[config.mk]
export PLATFORM = sky130hd
export DESIGN_NAME = cse_access_front
export DESIGN_NICKNAME = d
export VERILOG_FILES = /design/src/rtl/cse_pkg.sv /design/src/rtl/cse_edge_sync.sv /design/src/rtl/cse_access_fsm.sv /design/src/rtl/cse_read_hold.sv /design/src/rtl/cse_access_front.sv
export SDC_FILE = /design/constraint.sdc
export NUM_CORES = 1
export LEC_CHECK = 0
export ABC_AREA = 1
export BUFFER_PORTS_ARGS = -buffer_cell sky130_fd_sc_hd__buf_2
export CAP_MARGIN = 30
export CORE_ASPECT_RATIO = 2
export CORE_MARGIN = 3
export CORE_UTILIZATION = 43
export DETAILED_ROUTE_END_ITERATION = 6
export PLACE_DENSITY = 0.86
export SETUP_SLACK_MARGIN = 0.4
export SYNTH_ARGS = -nofsm -noshare
export SYNTH_HDL_FRONTEND = slang
export SYNTH_HIERARCHICAL = 1
export SYNTH_SLANG_ARGS = --single-unit
[constraint.sdc]
create_clock -name clk -period 1.5 [get_ports clk]
set_input_delay 0.3 -clock clk [delete_from_list [all_inputs] [get_ports clk]]
set_output_delay 0.3 -clock clk [all_outputs]
set_load 0.02 [all_outputs]
[src/rtl/cse_pkg.sv]
package cse_pkg;
  typedef enum logic [1:0] {
    ST_IDLE,
    ST_QUAL,
    ST_ISSUE,
    ST_LOCK
  } acc_state_e;

  function automatic int max_of3(input int a, input int b, input int c);
    int m;
    m = (a > b) ? a : b;
    return (m > c) ? m : c;
  endfunction
endpackage

[src/rtl/cse_edge_sync.sv]
module cse_edge_sync #(
  parameter int STAGES = 2
) (
  input  logic clk,
  input  logic rst_n,
  input  logic async_in,
  output logic sync_out,
  output logic rise
);
  logic [STAGES-1:0] shreg;
  logic              prev;

  always_ff @(posedge clk or negedge rst_n) begin
    if (!rst_n) begin
      shreg <= '0;
      prev  <= 1'b0;
    end else begin
      shreg <= {shreg[STAGES-2:0], async_in};
      prev  <= shreg[STAGES-1];
    end
  end

  assign sync_out = shreg[STAGES-1];
  assign rise     = shreg[STAGES-1] & ~prev;
endmodule

[src/rtl/cse_access_fsm.sv]
module cse_access_fsm
  import cse_pkg::*;
#(
  parameter int ADDR_W       = 16,
  parameter int DATA_W       = 16,
  parameter int GLITCH_CYC   = 3,
  parameter int WRITE_PW_CYC = 5,
  parameter int READ_CYC     = 11,
  parameter int WRITE_CYC    = 14
) (
  input  logic              clk,
  input  logic              rst_n,
  input  logic              cs_sync,
  input  logic              cs_rise,
  input  logic [ADDR_W-1:0] addr_in,
  input  logic              we_in,
  input  logic [DATA_W-1:0] din_in,
  input  logic [1:0]        blk_n_in,
  output logic              req_valid,
  input  logic              req_ready,
  output logic              req_write,
  output logic [ADDR_W-1:0] req_addr,
  output logic [DATA_W-1:0] req_wdata,
  output logic              qual_fire,
  output logic              qual_read,
  output logic              edge_dropped
);
  localparam int CNT_MAX = max_of3(READ_CYC, WRITE_CYC, WRITE_PW_CYC);
  localparam int CNT_W   = $clog2(CNT_MAX + 1);

  acc_state_e        state;
  logic [CNT_W-1:0]  cnt, cnt_inc, need, limit;
  logic              cap_we, cap_blk;
  logic [ADDR_W-1:0] cap_addr;
  logic [DATA_W-1:0] cap_data;
  logic              lock_done, accept;

  // cnt holds cycles elapsed since the accepted edge
  assign cnt_inc   = (cnt == CNT_W'(CNT_MAX)) ? cnt : cnt + 1'b1;
  assign need      = cap_we ? CNT_W'(WRITE_PW_CYC - 1) : CNT_W'(GLITCH_CYC - 1);
  assign limit     = cap_we ? CNT_W'(WRITE_CYC) : CNT_W'(READ_CYC);
  assign lock_done = (state == ST_LOCK) && (cnt >= limit);
  assign accept    = cs_rise && ((state == ST_IDLE) || lock_done);

  always_ff @(posedge clk or negedge rst_n) begin
    if (!rst_n) begin
      state    <= ST_IDLE;
      cnt      <= '0;
      cap_we   <= 1'b0;
      cap_blk  <= 1'b0;
      cap_addr <= '0;
      cap_data <= '0;
    end else if (accept) begin
      state    <= ST_QUAL;
      cnt      <= CNT_W'(1);
      cap_we   <= we_in;
      cap_blk  <= we_in && !blk_n_in[addr_in[ADDR_W-1]];
      cap_addr <= addr_in;
      cap_data <= din_in;
    end else begin
      unique case (state)
        ST_IDLE: ;
        ST_QUAL: begin
          if (!cs_sync) begin
            state <= ST_IDLE;
          end else begin
            cnt <= cnt_inc;
            if (cnt >= need) state <= cap_blk ? ST_LOCK : ST_ISSUE;
          end
        end
        ST_ISSUE: begin
          cnt <= cnt_inc;
          if (req_ready) state <= ST_LOCK;
        end
        ST_LOCK: begin
          if (cnt >= limit) state <= ST_IDLE;
          else              cnt   <= cnt_inc;
        end
        default: state <= ST_IDLE;
      endcase
    end
  end

  assign qual_fire    = (state == ST_QUAL) && cs_sync && (cnt >= need);
  assign qual_read    = !cap_we;
  assign edge_dropped = cs_rise && !accept;
  assign req_valid    = (state == ST_ISSUE);
  assign req_write    = cap_we;
  assign req_addr     = cap_addr;
  assign req_wdata    = cap_data;
endmodule

[src/rtl/cse_read_hold.sv]
module cse_read_hold #(
  parameter int DATA_W = 16
) (
  input  logic              clk,
  input  logic              rst_n,
  input  logic              rsp_valid,
  input  logic [DATA_W-1:0] rsp_data,
  input  logic              qual_fire,
  input  logic              qual_read,
  input  logic              cs_sync,
  input  logic              oe_in,
  output logic [DATA_W-1:0] rdata_out,
  output logic              rdata_drive
);
  logic [DATA_W-1:0] held;
  logic              rd_mode;

  always_ff @(posedge clk or negedge rst_n) begin
    if (!rst_n) begin
      held    <= '0;
      rd_mode <= 1'b0;
    end else begin
      if (rsp_valid) held    <= rsp_data;
      if (qual_fire) rd_mode <= qual_read;
    end
  end

  assign rdata_out   = held;
  assign rdata_drive = rd_mode && cs_sync && oe_in;
endmodule

[src/rtl/cse_access_front.sv]
module cse_access_front #(
  parameter int ADDR_W       = 16,
  parameter int DATA_W       = 16,
  parameter int SYNC_STAGES  = 2,
  parameter int GLITCH_CYC   = 3,
  parameter int WRITE_PW_CYC = 5,
  parameter int READ_CYC     = 11,
  parameter int WRITE_CYC    = 14
) (
  input  logic              clk,
  input  logic              rst_n,
  input  logic              chip_sel,
  input  logic              wr_en,
  input  logic              out_en,
  input  logic [ADDR_W-1:0] addr,
  input  logic [DATA_W-1:0] wdata,
  input  logic [1:0]        wr_block_n,
  output logic [DATA_W-1:0] rdata_out,
  output logic              rdata_drive,
  output logic              edge_dropped,
  output logic              req_valid,
  input  logic              req_ready,
  output logic              req_write,
  output logic [ADDR_W-1:0] req_addr,
  output logic [DATA_W-1:0] req_wdata,
  input  logic              rsp_valid,
  input  logic [DATA_W-1:0] rsp_data
);
  logic cs_sync, cs_rise, qual_fire, qual_read;

  cse_edge_sync #(.STAGES(SYNC_STAGES)) u_sync (
    .clk      (clk),
    .rst_n    (rst_n),
    .async_in (chip_sel),
    .sync_out (cs_sync),
    .rise     (cs_rise)
  );

  cse_access_fsm #(
    .ADDR_W(ADDR_W), .DATA_W(DATA_W), .GLITCH_CYC(GLITCH_CYC),
    .WRITE_PW_CYC(WRITE_PW_CYC), .READ_CYC(READ_CYC), .WRITE_CYC(WRITE_CYC)
  ) u_fsm (
    .clk          (clk),
    .rst_n        (rst_n),
    .cs_sync      (cs_sync),
    .cs_rise      (cs_rise),
    .addr_in      (addr),
    .we_in        (wr_en),
    .din_in       (wdata),
    .blk_n_in     (wr_block_n),
    .req_valid    (req_valid),
    .req_ready    (req_ready),
    .req_write    (req_write),
    .req_addr     (req_addr),
    .req_wdata    (req_wdata),
    .qual_fire    (qual_fire),
    .qual_read    (qual_read),
    .edge_dropped (edge_dropped)
  );

  cse_read_hold #(.DATA_W(DATA_W)) u_hold (
    .clk         (clk),
    .rst_n       (rst_n),
    .rsp_valid   (rsp_valid),
    .rsp_data    (rsp_data),
    .qual_fire   (qual_fire),
    .qual_read   (qual_read),
    .cs_sync     (cs_sync),
    .oe_in       (out_en),
    .rdata_out   (rdata_out),
    .rdata_drive (rdata_drive)
  );
endmodule

## Word-level counts from Yosys, hierarchy flattened

Index checks and enable logic that the tools add are counted.

- Bits in registers: 60
- Input port bits: 57
- Output and inout bits: 52
- Logic and storage cells: 57

- Add/subtract/negate cells: 1
- $lt $le $gt $ge: 3
- Equality and inequality tests: 9
- Muxes and demuxes: 16
- Bitwise logic cells: 2
- Reductions and logical operators: 16

Operators by type and width:

| cell | count |
|---|---|
| 4-bit 2-to-1 mux | 4 |
| 4-bit case mux with 3 select lines | 1 |
| 2-bit 2-to-1 mux | 5 |
| 3-bit by 2-bit inequality test with 1-bit output (second input constant) | 3 |
| 4-bit >= comparator | 2 |
| 1-bit logical AND | 8 |
| 3-bit 2-to-1 mux | 2 |
| 2-bit case mux with 3 select lines | 1 |
| 4-bit by 1-bit adder with 4-bit output (second input constant) | 1 |
| 2-bit equality test (second input constant) | 2 |
| 4-bit equality test (second input constant) | 1 |
| 4-bit by 2-bit inequality test with 1-bit output (second input constant) | 1 |
| 4-bit AND reduction | 1 |
| 4-bit nonzero test | 1 |
| 1-bit logical NOT | 3 |
| 1-bit 2-to-1 mux | 3 |
| 3-bit by 1-bit inequality test with 1-bit output (second input constant) | 1 |
| 3-bit AND reduction | 1 |
| 2-bit by 1-bit equality test with 1-bit output (second input constant) | 1 |
| 2-bit logical NOT | 1 |
| 1-bit by 2-bit less-than comparator with 1-bit output (second input constant) | 1 |
| 1-bit AND | 1 |
| 1-bit logical OR | 1 |
| 1-bit NOT | 1 |

## Logic depth before layout (Yosys ltp)

- Depth in word-level cells: 7
- Depth in mapped cells: 13
- Gate-level depth less buffers: 12

## By module

Netlist, hierarchy kept.

Modules (own cells, without submodules):

| module | instances | cells an instance | area an instance (µm²) | sequential area each (µm²) |
|---|---|---|---|---|
| cse_access_fsm | 1 | 229 | 1916.8 | 1001.0 |
| cse_read_hold | 1 | 76 | 695.7 | 425.4 |
| cse_edge_sync | 1 | 5 | 85.1 | 75.1 |

## Worst setup path after synthesis

Ideal clock, no wire load.

- Path type: register to output
- From: register u_fsm.cap_we, in the netlist u_fsm/req_write
- To: output port edge_dropped
- Arrival: 1.681 ns
- Required time: 1.200 ns
- Setup slack: -0.481 ns
- Cell stages (with the launch flop): 11
- Buffers on the path: 1
- Path through: dfrtp_1 -> inv_1 -> ha_1 -> nand2_1 -> inv_1 -> nand2_2 -> nand2_4 -> nand3_4 -> nand2_4 -> buf_4 -> nor2_1

- Word-level cells in the longest chain between the ends: 7

RTL lines:

| element | RTL line | RTL |
|---|---|---|
| from (decl) | cse_access_fsm.sv:33 | `logic cap_we, cap_blk;` |
| from (signal assigned) | cse_access_fsm.sv:56 | `cap_we <= we_in;` |
| 3-bit 2-to-1 mux | cse_access_fsm.sv:41 | `assign limit = cap_we ? CNT_W'(WRITE_CYC) : CNT_W'(READ_CYC);` |
| 4-bit >= comparator | cse_access_fsm.sv:42 | `assign lock_done = (state == ST_LOCK) && (cnt >= limit);` |
| 1-bit logical AND | cse_access_fsm.sv:42 |  |
| 1-bit logical OR | cse_access_fsm.sv:43 | `assign accept = cs_rise && ((state == ST_IDLE) \|\| lock_done);` |
| 1-bit logical AND | cse_access_fsm.sv:43 |  |
| 1-bit logical NOT | cse_access_fsm.sv:86 | `assign edge_dropped = cs_rise && !accept;` |
| 1-bit logical AND | cse_access_fsm.sv:86 |  |
| to (decl) | cse_access_front.sv:20 | `output logic edge_dropped,` |

Every way passes these cells.

## Worst setup path in the final report

Same ends and word-level chain as after synthesis.

==> metrics.md <==
| Metric | Value |
|---|---|
| Outcome | finished with violations |
| Failing checks | setup timing |
| Routed WL | 8360 µm |
| Worst-Skew Late Latency | 320 ps |
| Layout net count | 538 |
| Area leader, netlist | dfrtp_1 |
| Clk_skew | 6.33 ps |
| Clock power share | 0.193 |
| Area of the multi-input gates | 1090 µm² |
| Synthesis-stage register bit count | 60 |
| IO Port Bufs | 108 |
| Synth Area in Compound Gates | 0.00788 |
| Via count | 2664 |
| Worst EP required | 1200 ps |
| Die area | 7320 µm² |
| Maximum number of pins on one net before global-route repair | 40 |
| Cell Int Power | 5.86 mW |
| Detailed-route wire length per cell | 14.8 µm |
| N_diodes | 0 |
| Clk buf depth | 2 |
| Pre-CTS setup slack | -132 ps |
| Final worst slack | -371 ps |
| Final setup fails | 40 |
| Avg Vias per Cell | 4.72 |
| Synth top area share | 0.557 |
| Slew headroom | 0.777 |
| Post-synthesis adder-cell area fraction | 0.0232 |
| Critical path type | register to output port |
| PnR Total Power | 9.55 mW |
| Most common cell after layout, fill and taps aside | nand2_1 |
| Non-Filler Instances | 565 |
| P per Cell Area | 2090 nW/µm² |
| Setup TNS | -11690 ps |
| Antenna violations before repair | 1 |
| Post-DP HPWL | 4990 µm |
| Largest family of logic cells by synthesized area | simple AND/OR/NAND/NOR gates |
| Share of layout cells above drive strength 1 | 0.457 |
| Worst-path clk slew | 50 ps |
| Yosys warnings | 6 |
| Post-route ant nets | 0 |
| Die Ht | 118 µm |
| CTS buffer count | 9 |
| Io pins | 109 |
| Core footprint | 6060 µm² |
| Worst-margin pin slew | 334 ps |
| Layout area overhead | 69.3% |
| Slowest-stage cell, CP | dfrtp_2 |
| Cell count after synthesis | 310 |
| DR DRC count | 0 |
| Register Area | 1500 µm² |
| DR iter-0 viols | 68 |
| Crit start category | register |
| Worst path max stage delay | 420 ps |
| P_sw | 3.69 mW |
| Core Util, Final | 0.754 |
| Critical-path maximum fanout | 3 |
| Register area share after synthesis | 0.557 |
| H-Tree Depth | 3 |
| Final hold violation count | 0 |
| Final-report max-slew violation count | 0 |
| Switching Share | 0.386 |
| Cells after DPL | 504 |
| Worst setup EP type | output port |
| Setup repair after global routing missed its margin | true |
| Worst VDD drop | 1.22 mV |
| Max Cap Viol | 0 |
| Delay-heaviest family, CP | flip-flops |
| WP buf/inv | 3 |
| Vias in the first global route | 2774 |
| Commonest cells after routing, fill and taps aside | nand2_1, dfrtp_1, buf_2 |
| F_max | 534 MHz |
| Placer Congestion | 0.804 |
| Fin crit period | 1870 ps |
| Global-route wire length before repair | 12900 µm |
| Die Wd | 62.0 µm |
| Logic pwr share | 0.520 |
| Sequence of cells on the critical path | inv_4 > ha_4 > nand2_2 > inv_2 > nand2_2 > nand2_4 > nand3_4 > nand2_4 > nor2_4 > buf_6 |
| XOR/XNOR Fraction of Synth Area | 0.00649 |
| Drt pass-1 iters | 6 |
| Synth Area in Simple Gates | 0.326 |
| Worst Path Arrival | 1570 ps |
| CTS tree | built |
| Syn Nets | 372 |
| GRT Total Usage | 0.240 |
| CTS root buffer | clkbuf_16 |
| Cell Rows | 40 |
| Worst hold path class | input pin to register |
| Global route total overflow | 0 |
| Average cell area after synthesis | 8.70 µm² |
| Leakage | 2.52 nW |
| Fin crit share | 1.25 |
| Initial cell density of the core | 0.445 |
| Fillers | 413 |
| # clock sinks | 60 |
| Reg power frac | 0.287 |
| Synth Cell Area | 2700 µm² |
| Synth unique cells | 22 |
| Mux cell area share after synthesis | 0.00371 |
| Area contributors post-synth | dfrtp_1, nand2_1, nand3_1 |
[metal layers]
metal / track usage / vias to the layer above / wire [µm]
li1: - / 1295 / -
met1: 0.253 / 1258 / 3010
met2: 0.410 / 92 / 4760
met3: 0.0768 / 17 / 436
met4: 0.105 / 2 / 144
met5: 0 / - / 7
[flip-flops by register name, summed over array words and instances (netlist names)]
register and count:
u_sync/shreg 2, u_fsm/cap_blk 1, u_fsm/req_write 1, u_fsm/req_wdata 16, u_fsm/cnt 4, u_fsm/state 2, u_sync/prev 1, u_hold/rdata_out 16
u_fsm/req_addr 16, u_hold/rd_mode 1
[repair_timing]
action	4_1_cts	5_1_grt
buffers inserted	18	21
resized for setup	118	8
pin swaps	10	5
hold buffers	1	0
setup endpoints to repair	93	93
endpoints found under the hold margin	8	0
cloned	5	0
[path summary, 6_finish.rpt]
path / slack (ps) / cells past startpoint / startpoint / end
setup / recovery: -370 / 10 / u_fsm/req_write / edge_dropped
hold / removal: 100 / 1 / chip_sel / u_sync/shreg[0]
setup reg to reg: -350 / 13 / u_fsm/req_write / u_fsm/req_wdata[8]
hold reg to reg: 380 / 0 / u_sync/shreg[0] / u_sync/shreg[1]
max in group asynchronous: 630 / 3 / rst_n / u_fsm/req_wdata[5]
min in group asynchronous: 380 / 2 / rst_n / u_fsm/cnt[2]
[cell usage after synthesis (all sizes together)]
| cell | count |
|---|---|
| mux2i | 1 |
| or2 | 1 |
| nand3 | 41 |
| dfrtp | 60 |
| clkbuf | 3 |
| o211ai | 1 |
| inv | 20 |
| o21ai | 1 |
| buf | 11 |
| nor2 | 10 |
| ha | 5 |
| xor2 | 2 |
| nand2 | 153 |
| a21oi | 1 |
[layout make-up]
type                            instances  share of cell area
Multi-Input combinational cell        216               0.239
Timing Repair Buffer                  169               0.332
Clock inverter                          5             0.00603
Tap cell                               84              0.0230
Sequential cell                        60               0.329
Inverter                               20              0.0181
Clock buffer                           11              0.0532
[power by group through the flow]
stage	registers, mW	clock network (mW)	logic (mW)
global placement	2.59	0	3.23
detailed placement	2.63	0	3.37
finish	2.74	1.84	4.96
floorplan	3.21	0	1.61
CTS	2.73	1.87	4.54
global route	2.80	1.97	5.36
[cells by family (layout without fill, tap and decap cells)]
family | count (synthesis) | count (layout)
AOI/OAI and AO/OA | 3 | 3
xor gates and xnor gates | 2 | 2
adders and majority gates | 5 | 5
buffers and inverters | 34 | 205
DFF | 60 | 60
muxes | 1 | 1
and+or+nand+nor | 205 | 205
[stage by stage]
step	area, µm²	hold slack, ps
after floorplan	2750	4.41
after global placement	3420	180
after CTS	4360	85.7
after global routing	4570	78.7
after detailed placement	3420	184
final	4570	95.4
[worst register-to-register path, delay by kind of cell (launching register included)]
kind	cells	cell delay, ps
buffers and inverters	4	550
and+or+nand+nor	8	550
DFF	1	380
adders and majority gates	1	260
Note: power is estimated with default switching activity, not from simulation.
